### src/rtl/spi_csr_pkg.sv
package spi_csr_pkg;
  localparam int REG_W = 8;

  typedef enum logic [1:0] {
    RA_CTRL  = 2'd0,
    RA_STAT  = 2'd1,
    RA_DATA  = 2'd2,
    RA_SPARE = 2'd3
  } reg_addr_e;

  // control register field positions
  localparam int CB_IE  = 7;
  localparam int CB_EN  = 6;
  localparam int CB_MST = 4;

  // control/status register field positions
  localparam int SB_ODIS = 2;
  localparam int SB_SSM  = 1;
  localparam int SB_SSI  = 0;
endpackage

### src/rtl/spi_shift_engine.sv
module spi_shift_engine #(
  parameter int W      = 8,
  parameter int DIV    = 4,
  parameter int SYNC_N = 2
) (
  input  logic         clk,
  input  logic         rst_n,
  input  logic         en,
  input  logic         master,
  input  logic         sel,
  input  logic         load,
  input  logic [W-1:0] load_data,
  input  logic         sck_in,
  input  logic         sdi,
  output logic         busy,
  output logic         xfer_done,
  output logic [W-1:0] rx_word,
  output logic         sdo,
  output logic         sck_out
);
  localparam int HALF = DIV / 2;
  localparam int CW   = $clog2(DIV);
  localparam int BW   = $clog2(W);

  logic [W-1:0]      sh_q, sh_d;
  logic              smp_q, smp_d;
  logic [BW-1:0]     bit_q, bit_d;
  logic [CW-1:0]     div_q, div_d;
  logic              mact_q, mact_d;
  logic              sck_q, sck_d;
  logic [SYNC_N-1:0] sck_sync_q;
  logic              sck_prev_q;

  logic slv_on, sck_s, m_rise, m_fall, rise, fall, last;

  always_comb begin
    slv_on  = en & ~master & sel;
    sck_s   = sck_sync_q[SYNC_N-1];
    m_rise  = mact_q & (div_q == CW'(HALF - 1));
    m_fall  = mact_q & (div_q == CW'(DIV - 1));
    rise    = m_rise | (slv_on & sck_s & ~sck_prev_q);
    fall    = m_fall | (slv_on & ~sck_s & sck_prev_q);
    last    = fall & (bit_q == BW'(W - 1));
    rx_word = {sh_q[W-2:0], smp_q};
  end

  always_comb begin
    sh_d   = sh_q;
    smp_d  = smp_q;
    bit_d  = bit_q;
    div_d  = div_q;
    mact_d = mact_q;
    sck_d  = sck_q;
    if (rise) smp_d = sdi;
    if (load)      sh_d = load_data;
    else if (fall) sh_d = rx_word;
    if (fall) bit_d = bit_q + BW'(1);
    if (last) bit_d = '0;
    if (mact_q) div_d = (div_q == CW'(DIV - 1)) ? '0 : div_q + CW'(1);
    if (m_rise) sck_d = 1'b1;
    if (m_fall) sck_d = 1'b0;
    if (last & master) mact_d = 1'b0;
    if (load & master & en) begin
      mact_d = 1'b1;
      div_d  = '0;
      bit_d  = '0;
      sck_d  = 1'b0;
    end
    if (~en | ~master) begin
      mact_d = 1'b0;
      div_d  = '0;
      sck_d  = 1'b0;
    end
    if (~en | (~master & ~sel)) bit_d = '0;
  end

  always_ff @(posedge clk or negedge rst_n) begin
    if (!rst_n) begin
      sh_q       <= '0;
      smp_q      <= 1'b0;
      bit_q      <= '0;
      div_q      <= '0;
      mact_q     <= 1'b0;
      sck_q      <= 1'b0;
      sck_sync_q <= '0;
      sck_prev_q <= 1'b0;
    end else begin
      sh_q       <= sh_d;
      smp_q      <= smp_d;
      bit_q      <= bit_d;
      div_q      <= div_d;
      mact_q     <= mact_d;
      sck_q      <= sck_d;
      sck_sync_q <= {sck_sync_q[SYNC_N-2:0], sck_in};
      sck_prev_q <= sck_s;
    end
  end

  assign busy      = mact_q | (bit_q != '0);
  assign xfer_done = last;
  assign sdo       = sh_q[W-1];
  assign sck_out   = sck_q;
endmodule

### src/rtl/spi_csr_flags.sv
module spi_csr_flags (
  input  logic clk,
  input  logic rst_n,
  input  logic stat_rd,
  input  logic data_rd,
  input  logic data_wr,
  input  logic ctrl_wr,
  input  logic busy,
  input  logic xfer_done,
  input  logic modf_cond,
  output logic done,
  output logic wcol,
  output logic ovr,
  output logic modf,
  output logic seen,
  output logic data_ld,
  output logic buf_ld
);
  logic done_d, wcol_d, ovr_d, modf_d, seen_d, marm_q, marm_d;
  logic seq_clr, done_left;

  always_comb begin
    seq_clr   = seen & (data_rd | data_wr);
    done_left = done & ~seq_clr;
    data_ld   = data_wr & ~busy & (~done | seen);
    buf_ld    = xfer_done & ~done_left;

    seen_d = seen;
    if (stat_rd) seen_d = 1'b1;
    if (data_rd | data_wr) seen_d = 1'b0;

    done_d = xfer_done ? 1'b1 : done_left;

    wcol_d = wcol;
    if (seq_clr) wcol_d = 1'b0;
    if (data_wr & busy) wcol_d = 1'b1;

    ovr_d = ovr;
    if (stat_rd) ovr_d = 1'b0;
    if (xfer_done & done_left) ovr_d = 1'b1;

    marm_d = marm_q;
    if (stat_rd & modf) marm_d = 1'b1;
    if (ctrl_wr) marm_d = 1'b0;

    modf_d = modf;
    if (ctrl_wr & marm_q) modf_d = 1'b0;
    if (modf_cond) modf_d = 1'b1;
  end

  always_ff @(posedge clk or negedge rst_n) begin
    if (!rst_n) begin
      done   <= 1'b0;
      wcol   <= 1'b0;
      ovr    <= 1'b0;
      modf   <= 1'b0;
      seen   <= 1'b0;
      marm_q <= 1'b0;
    end else begin
      done   <= done_d;
      wcol   <= wcol_d;
      ovr    <= ovr_d;
      modf   <= modf_d;
      seen   <= seen_d;
      marm_q <= marm_d;
    end
  end
endmodule

### src/rtl/spi_csr_unit.sv
module spi_csr_unit
  import spi_csr_pkg::*;
#(
  parameter int SHIFT_DIV = 4,
  parameter int SYNC_N    = 2
) (
  input  logic             clk,
  input  logic             rst_n,
  input  logic [1:0]       reg_addr,
  input  logic             reg_rd,
  input  logic             reg_wr,
  input  logic [REG_W-1:0] reg_wdata,
  output logic [REG_W-1:0] reg_rdata,
  output logic             sck_o,
  output logic             mosi_o,
  output logic             mosi_oe_o,
  input  logic             sck_i,
  input  logic             mosi_i,
  input  logic             miso_i,
  output logic             miso_o,
  output logic             miso_oe_o,
  input  logic             ss_n_i,
  output logic             irq_o
);
  logic [1:0]        rst_pipe_q;
  logic              rst_l;
  logic [SYNC_N-1:0] ss_pipe_q;

  logic ie_q, ie_d, en_q, en_d, mst_q, mst_d;
  logic odis_q, odis_d, ssm_q, ssm_d, ssi_q, ssi_d;
  logic [REG_W-1:0] rx_buf_q, rx_buf_d;

  logic ctrl_wr, stat_wr, data_wr, stat_rd, data_rd;
  logic ss_int_n, sel, modf_cond;
  logic done, wcol, ovr, modf, seen, data_ld, buf_ld;
  logic busy, xfer_done, sdo, sdi;
  logic [REG_W-1:0] rx_word;
  logic unused_wd;

  // reset: asserted at once, released after two clock edges
  always_ff @(posedge clk or negedge rst_n) begin
    if (!rst_n) rst_pipe_q <= '0;
    else        rst_pipe_q <= {rst_pipe_q[0], 1'b1};
  end
  assign rst_l = rst_pipe_q[1];

  always_comb begin
    ctrl_wr   = reg_wr & (reg_addr == RA_CTRL);
    stat_wr   = reg_wr & (reg_addr == RA_STAT);
    data_wr   = reg_wr & (reg_addr == RA_DATA);
    stat_rd   = reg_rd & (reg_addr == RA_STAT);
    data_rd   = reg_rd & (reg_addr == RA_DATA);
    ss_int_n  = ssm_q ? ssi_q : ss_pipe_q[SYNC_N-1];
    sel       = ~ss_int_n;
    modf_cond = en_q & mst_q & ~ss_int_n;
    sdi       = mst_q ? miso_i : mosi_i;
  end

  always_comb begin
    ie_d   = ie_q;
    en_d   = en_q;
    mst_d  = mst_q;
    odis_d = odis_q;
    ssm_d  = ssm_q;
    ssi_d  = ssi_q;
    if (ctrl_wr) begin
      ie_d  = reg_wdata[CB_IE];
      en_d  = reg_wdata[CB_EN];
      mst_d = reg_wdata[CB_MST];
    end
    if (modf_cond) begin
      en_d  = 1'b0;
      mst_d = 1'b0;
    end
    if (stat_wr) begin
      odis_d = reg_wdata[SB_ODIS];
      ssm_d  = reg_wdata[SB_SSM];
      ssi_d  = reg_wdata[SB_SSI];
    end
    rx_buf_d = buf_ld ? rx_word : rx_buf_q;
  end

  always_ff @(posedge clk or negedge rst_l) begin
    if (!rst_l) begin
      ie_q      <= 1'b0;
      en_q      <= 1'b0;
      mst_q     <= 1'b0;
      odis_q    <= 1'b0;
      ssm_q     <= 1'b0;
      ssi_q     <= 1'b0;
      rx_buf_q  <= '0;
      ss_pipe_q <= '1;
    end else begin
      ie_q      <= ie_d;
      en_q      <= en_d;
      mst_q     <= mst_d;
      odis_q    <= odis_d;
      ssm_q     <= ssm_d;
      ssi_q     <= ssi_d;
      rx_buf_q  <= rx_buf_d;
      ss_pipe_q <= {ss_pipe_q[SYNC_N-2:0], ss_n_i};
    end
  end

  spi_csr_flags flags_i (
    .clk       (clk),
    .rst_n     (rst_l),
    .stat_rd   (stat_rd),
    .data_rd   (data_rd),
    .data_wr   (data_wr),
    .ctrl_wr   (ctrl_wr),
    .busy      (busy),
    .xfer_done (xfer_done),
    .modf_cond (modf_cond),
    .done      (done),
    .wcol      (wcol),
    .ovr       (ovr),
    .modf      (modf),
    .seen      (seen),
    .data_ld   (data_ld),
    .buf_ld    (buf_ld)
  );

  spi_shift_engine #(.W(REG_W), .DIV(SHIFT_DIV), .SYNC_N(SYNC_N)) eng_i (
    .clk       (clk),
    .rst_n     (rst_l),
    .en        (en_q),
    .master    (mst_q),
    .sel       (sel),
    .load      (data_ld),
    .load_data (reg_wdata),
    .sck_in    (sck_i),
    .sdi       (sdi),
    .busy      (busy),
    .xfer_done (xfer_done),
    .rx_word   (rx_word),
    .sdo       (sdo),
    .sck_out   (sck_o)
  );

  always_comb begin
    case (reg_addr)
      RA_CTRL: reg_rdata = {ie_q, en_q, 1'b0, mst_q, 4'b0000};
      RA_STAT: reg_rdata = {done, wcol, ovr, modf, 1'b0, odis_q, ssm_q, ssi_q};
      RA_DATA: reg_rdata = rx_buf_q;
      default: reg_rdata = '0;
    endcase
  end

  assign mosi_oe_o = en_q & mst_q & ~odis_q;
  assign miso_oe_o = en_q & ~mst_q & sel & ~odis_q;
  assign mosi_o    = mosi_oe_o & sdo;
  assign miso_o    = miso_oe_o & sdo;
  assign irq_o     = ie_q & (done | ovr | modf);
  assign unused_wd = ^{reg_wdata[5], reg_wdata[3]};
endmodule

### config.mk
export PLATFORM = sky130hd
export DESIGN_NAME = spi_csr_unit
export DESIGN_NICKNAME = d
export VERILOG_FILES = /design/src/rtl/spi_csr_pkg.sv /design/src/rtl/spi_shift_engine.sv /design/src/rtl/spi_csr_flags.sv /design/src/rtl/spi_csr_unit.sv
export SDC_FILE = /design/constraint.sdc
export NUM_CORES = 1
export LEC_CHECK = 0
export BUFFER_PORTS_ARGS = -buffer_cell sky130_fd_sc_hd__buf_4
export CORE_ASPECT_RATIO = 0.9
export CORE_UTILIZATION = 49
export CTS_CLUSTER_SIZE = 10
export DETAILED_ROUTE_END_ITERATION = 8
export GPL_TIMING_DRIVEN = 0
export PLACE_DENSITY = 0.73
export SETUP_SLACK_MARGIN = 0.15
export SLEW_MARGIN = 20
export SYNTH_ARGS = -nofsm -noshare
export SYNTH_HDL_FRONTEND = slang
export SYNTH_SLANG_ARGS = --single-unit
### constraint.sdc
create_clock -name clk -period 1.5 [get_ports clk]
set_clock_uncertainty 0.15 [all_clocks]
set_input_delay 0.15 -clock clk [delete_from_list [all_inputs] [get_ports clk]]
set_output_delay 0.15 -clock clk [all_outputs]
set_load 0.05 [all_outputs]
# Word-level counts from Yosys, hierarchy flattened
# Index checks and enable logic that the tools add are counted.
# totals
register_bits	43
latch_bits	0
mem_bits_rw	0
romBits	0
in_bits	18
output_inout_bits	14
wordCells	131
n_memories	0
# classes
n_addsub	2
n_mul	0
div	0
magnitude_cmp	0
n_eq_ne	5
shift	0
n_mux	35
bitwise	53
reduce_logical	13
# op_table
cell	count
1-bit bitwise AND	34
1-bit two-way mux	24
8-bit one-hot mux with 3 select lines	1
8-bit two-way mux	2
2-bit nonzero test	7
3-bit two-way mux	4
1-bit NOT	10
1-bit bitwise OR	9
3-bit nonzero test	3
2-bit two-way mux	4
4-bit nonzero test	2
2-bit by 1-bit equality test with 1-bit output, second input constant	2
2-bit equality test, second input constant	2
3-bit by 1-bit adder with 3-bit output, second input constant	1
3-bit equality test, second input constant	1
2-bit by 1-bit adder with 2-bit output, second input constant	1
2-bit zero test	1

# Longest topological paths before layout
# depth
ltp_word	11
depth_mapped	7
depth_no_buf	6

# Hierarchy
# From an unflattened synthesis, not the netlist that was laid out.
# unflattened
hier_cells	190
hier_area_um2	2245.9
# modules_own_cells
module	n_inst	cells_each	area_each_um2	seq_area_each_um2
spi_shift_engine	1	101	1102.3	475.5
spi_csr_unit	1	69	902.1	452.9
spi_csr_flags	1	20	241.5	150.1

# Worst setup path after synthesis
# No wires, ideal clock.
# synth_path
kind	flip-flop to output port
from	register mst_q
to	output port reg_rdata[4]
arrival_time_ns	1.590
t_required_ns	1.200
path_slack_ns	-0.390
stages_incl_launch_ff	3
n_path_buf	0
cell_sequence	dfrtp_1 -> mux2i_1 -> o21ai_0
# synth_via
elab_chain_len	1
# synth_rtl
element	line	text
start: declaration	spi_csr_unit.sv:29	logic ie_q, ie_d, en_q, en_d, mst_q, mst_d;
start signal: assignment	spi_csr_unit.sv:96	mst_q <= mst_d;
8-bit one-hot mux with 3 select lines	spi_csr_unit.sv:142	case (reg_addr)
end: declaration	spi_csr_unit.sv:13	output logic [REG_W-1:0] reg_rdata,
# No other way between the ends.

# Worst setup path after layout
# layout_path
from	register ssm_q
to	register rx_buf_q[7]
# layout_via
elab_chain_len	8
# layout_rtl
element	line	text
start: declaration	spi_csr_unit.sv:30	logic odis_q, odis_d, ssm_q, ssm_d, ssi_q, ssi_d;
start signal: assignment	spi_csr_unit.sv:98	ssm_q <= ssm_d;
1-bit two-way mux	spi_csr_unit.sv:53	ss_int_n = ssm_q ? ssi_q : ss_pipe_q[SYNC_N-1];
1-bit NOT	spi_csr_unit.sv:54	sel = ~ss_int_n;
1-bit bitwise AND	spi_shift_engine.sv:37	slv_on = en & ~master & sel;
1-bit bitwise AND (2 in series)	spi_shift_engine.sv:42	fall = m_fall | (slv_on & ~sck_s & sck_prev_q);
1-bit bitwise OR	spi_shift_engine.sv:42	
1-bit bitwise AND	spi_shift_engine.sv:43	last = fall & (bit_q == BW'(W - 1));
1-bit bitwise AND	spi_csr_flags.sv:26	buf_ld = xfer_done & ~done_left;
end signal: assignment	spi_csr_unit.sv:100	rx_buf_q <= rx_buf_d;
end: declaration	spi_csr_unit.sv:31	logic [REG_W-1:0] rx_buf_q, rx_buf_d;
# No other way between the ends.
# A chain may end at the register's enable or synchronous reset.

==> out/results.ini <==
[power]
ir_drop_mv = 0.736
power_mw = 3.80
p_per_area_nw_per_um2 = 1240
p_leak_nw = 1.45

[cts]
clockBufferDepth = 2
cts.sinks = 43
cts_tree = yes
cts_made_buffers = 5
cts-root-buf = clkbuf_8
htree_levels = 2
clk_latency_ns = 0.30
path_clk_slew_ns = 0.08

[yosys]
ys_ff_latch = 43
synthTopCellsByArea = dfrtp_1 49%, mux2_2 7.6%, mux2i_1 6.7%
synthesis.area_um2 = 2080
synth_top_flop_cell = dfrtp_1
syn_avg_cell_area_um2 = 11.5
synth-seq-area-share_pct = 51.9
ys_warn_count = 0
yosys-top-cells-count = 41 x dfrtp_1, 24 x nand2_1, 14 x mux2_2, 14 x mux2i_1, 12 x nor2_1
yosysTopAreaCell = dfrtp_1
synth_edf_count = 0
async_flop_share_pct = 100
yosysMostFrequentCell = dfrtp_1
netlist_instances = 180
synth_cell_types = 41
synth.net_count = 203
synth_top_area_share_pct = 49.4

[routing]
first_iter_violations = 98
drt_drc_violations_left = 4
drtAntennaViolNets = 0
drt-wirelength-per-cell_um = 19.3
first_pass_iters = 6
wl_um = 5800
vias = 1701
vias_per_cell = 5.67

[global_route]
top_usage_layer = met2
met2_usage_pct = 45.0
grt_pass1_wl_um = 8680
grt_pass1_vias = 1725
gr-usage-all-layers_pct = 25.8
grt_start_max_net_pins = 42
grt_overflow_total = 0
grt_use_met3_pct = 6.31
antenna_found_initial = 0
grtUsageMet1_pct = 31.3

[setup_path]
end_kind = flip-flop
critPathRequiredTime_ns = 1.54
worstPathArrival_ns = 1.89
rrSetupSlack_ns = -0.35
crit_start = ssm_q
crit_path_max_fanout = 8
regToRegStartpoint = ssm_q
worstSetupStartpointType = flip-flop
timing.rr.end = rx_buf_q[7]
worst-r2r-cell-count = 4
crit_type = flip-flop to flip-flop

[timing]
fin_tns_setup_ns = -7.48
rsz0062_at_grt = yes
post-route-period-util_pct = 123
max_freq_mhz = 541
drv_slew = 0
tightest_slew_ns = 0.523
period_needed_ns = 1.85
max_slew_margin_pct = 65.1
setup-violations-final = 33
finalHoldViolations = 0
worst_slack_ns = -0.349

[die]
fp.dieW_um = 70.7
die_h_um = 63.8
initial_core_util_pct = 51.0
rows = 22
ios = 32
die_area_um2 = 4510
core-area_um2 = 4070

[cells_and_area]
nFillCells = 258
area_growth_pct = 47.5
nets = 275
drive_above_1_share_pct = 48.0
n_antenna_cell = 0
stdcell_area_um2 = 3070

[placement]
dp_hpwl_um = 3220
place_ws_ns = -0.361
place.gp.congestion = 0.796
place_area_um2 = 2430
port_buffers = 30

[worst_hold_path]
min_path_type = input port to flip-flop
min-delay-start = reg_addr[1]
holdPathEnd = flags_i.seen
holdPathStages = 2

[job]
drv_cap = 0

[status]
status = complete, but fails checks
violations = DRC, setup timing

how the worst max path moves through the flow:
stage                          end  slack (ns)
finish                 rx_buf_q[7]       -0.35
global route        eng_i.bit_q[1]       -0.47
CTS                    rx_buf_q[1]       -0.34
detailed placement     rx_buf_q[1]       -0.36
global placement       eng_i.smp_q       -0.32
floorplan              rx_buf_q[0]       -0.16
cell type report:
type	count	area [um2]	area share, %
Clock buffer	6	72.6	2.37
Sequential cell	43	1090	35.5
Buffer	6	56.3	1.84
Clock inverter	1	30.0	0.980
Inverter	5	18.8	0.612
Timing Repair Buffer	65	631	20.6
Multi-Input combinational cell	126	1110	36.2
Tap cell	48	60.1	1.96
flip-flops by register name, indices dropped and copies added, names as in the netlist, 2 cells and up:
signal and cells:
rst_pipe_q 2, ss_pipe_q 2, eng_i.sh_q 8, eng_i.bit_q 3, rx_buf_q 8, eng_i.div_q 2, eng_i.sck_sync_q 2
report_power, final:
part           internal, mW  total, mW  switching, mW
clock                 0.488      0.863          0.375
sequential             1.36       1.59          0.229
combinational         0.685       1.35          0.664
worst max-delay path: stages, from the launching register on:
cell	delay, ns
dfrtp_2	0.44
mux2i_4	0.22
a32oi_4	0.28
nand3b_4	0.29
mux2_2	0.36
repair_timing:
item | in CTS | in global routing
pin swaps | 8 | 3
resized for setup | 37 | 22
endpoints found under the setup margin | 41 | 45
hold buffers | 12 | 0
endpoints found under the hold margin | 19 | 0
setup buffers | 17 | 5
cloned | 0 | 1
per-layer routing:
layer	share of wire, %	routed length, um	vias up
met3	3.5	200	17
met5	0	0	-
met4	2.9	166	0
met1	41	2400	860
li1	-	-	772
met2	52	3030	52
kinds of logic (layout without fill, tap and decap cells):
| group | after synthesis | count (layout) | synth area share (%) |
|---|---|---|---|
| adders and majority gates | 5 | 5 | 3.01 |
| buffers and inverters | 11 | 83 | 2.89 |
| and+or+nand+nor | 57 | 57 | 15.1 |
| DFF | 43 | 43 | 51.9 |
| other | 1 | 1 | 0.180 |
| muxes | 29 | 29 | 15.0 |
| AOI/OAI and AO/OA | 34 | 34 | 12.0 |
cells in the final DEF (no fill, tap or decap), types with 4 or more instances in the layout:
cell	Yosys	final
clkbuf_8	0	5
mux2_2	14	11
nand2_1	24	20
dlygate4sd3_1	0	12
buf_4	0	32
a22o_1	4	4
inv_1	5	5
dfrtp_2	0	5
mux2i_1	14	13
buf_6	2	21
o21ai_1	7	10
nor2b_1	4	4
dfrtp_1	41	35
nor2_1	12	6
metrics by stage:
step	hold slack (ns)	utilization, %	std cells
after floorplan	-0.296	-	180
after global placement	-0.218	59.6	258
final	0.00234	75.2	300
after global routing	0.00566	75.2	300
after detailed placement	-0.217	59.6	258
after CTS	0.00546	71.7	294
Power figures use the tool's default switching activity.
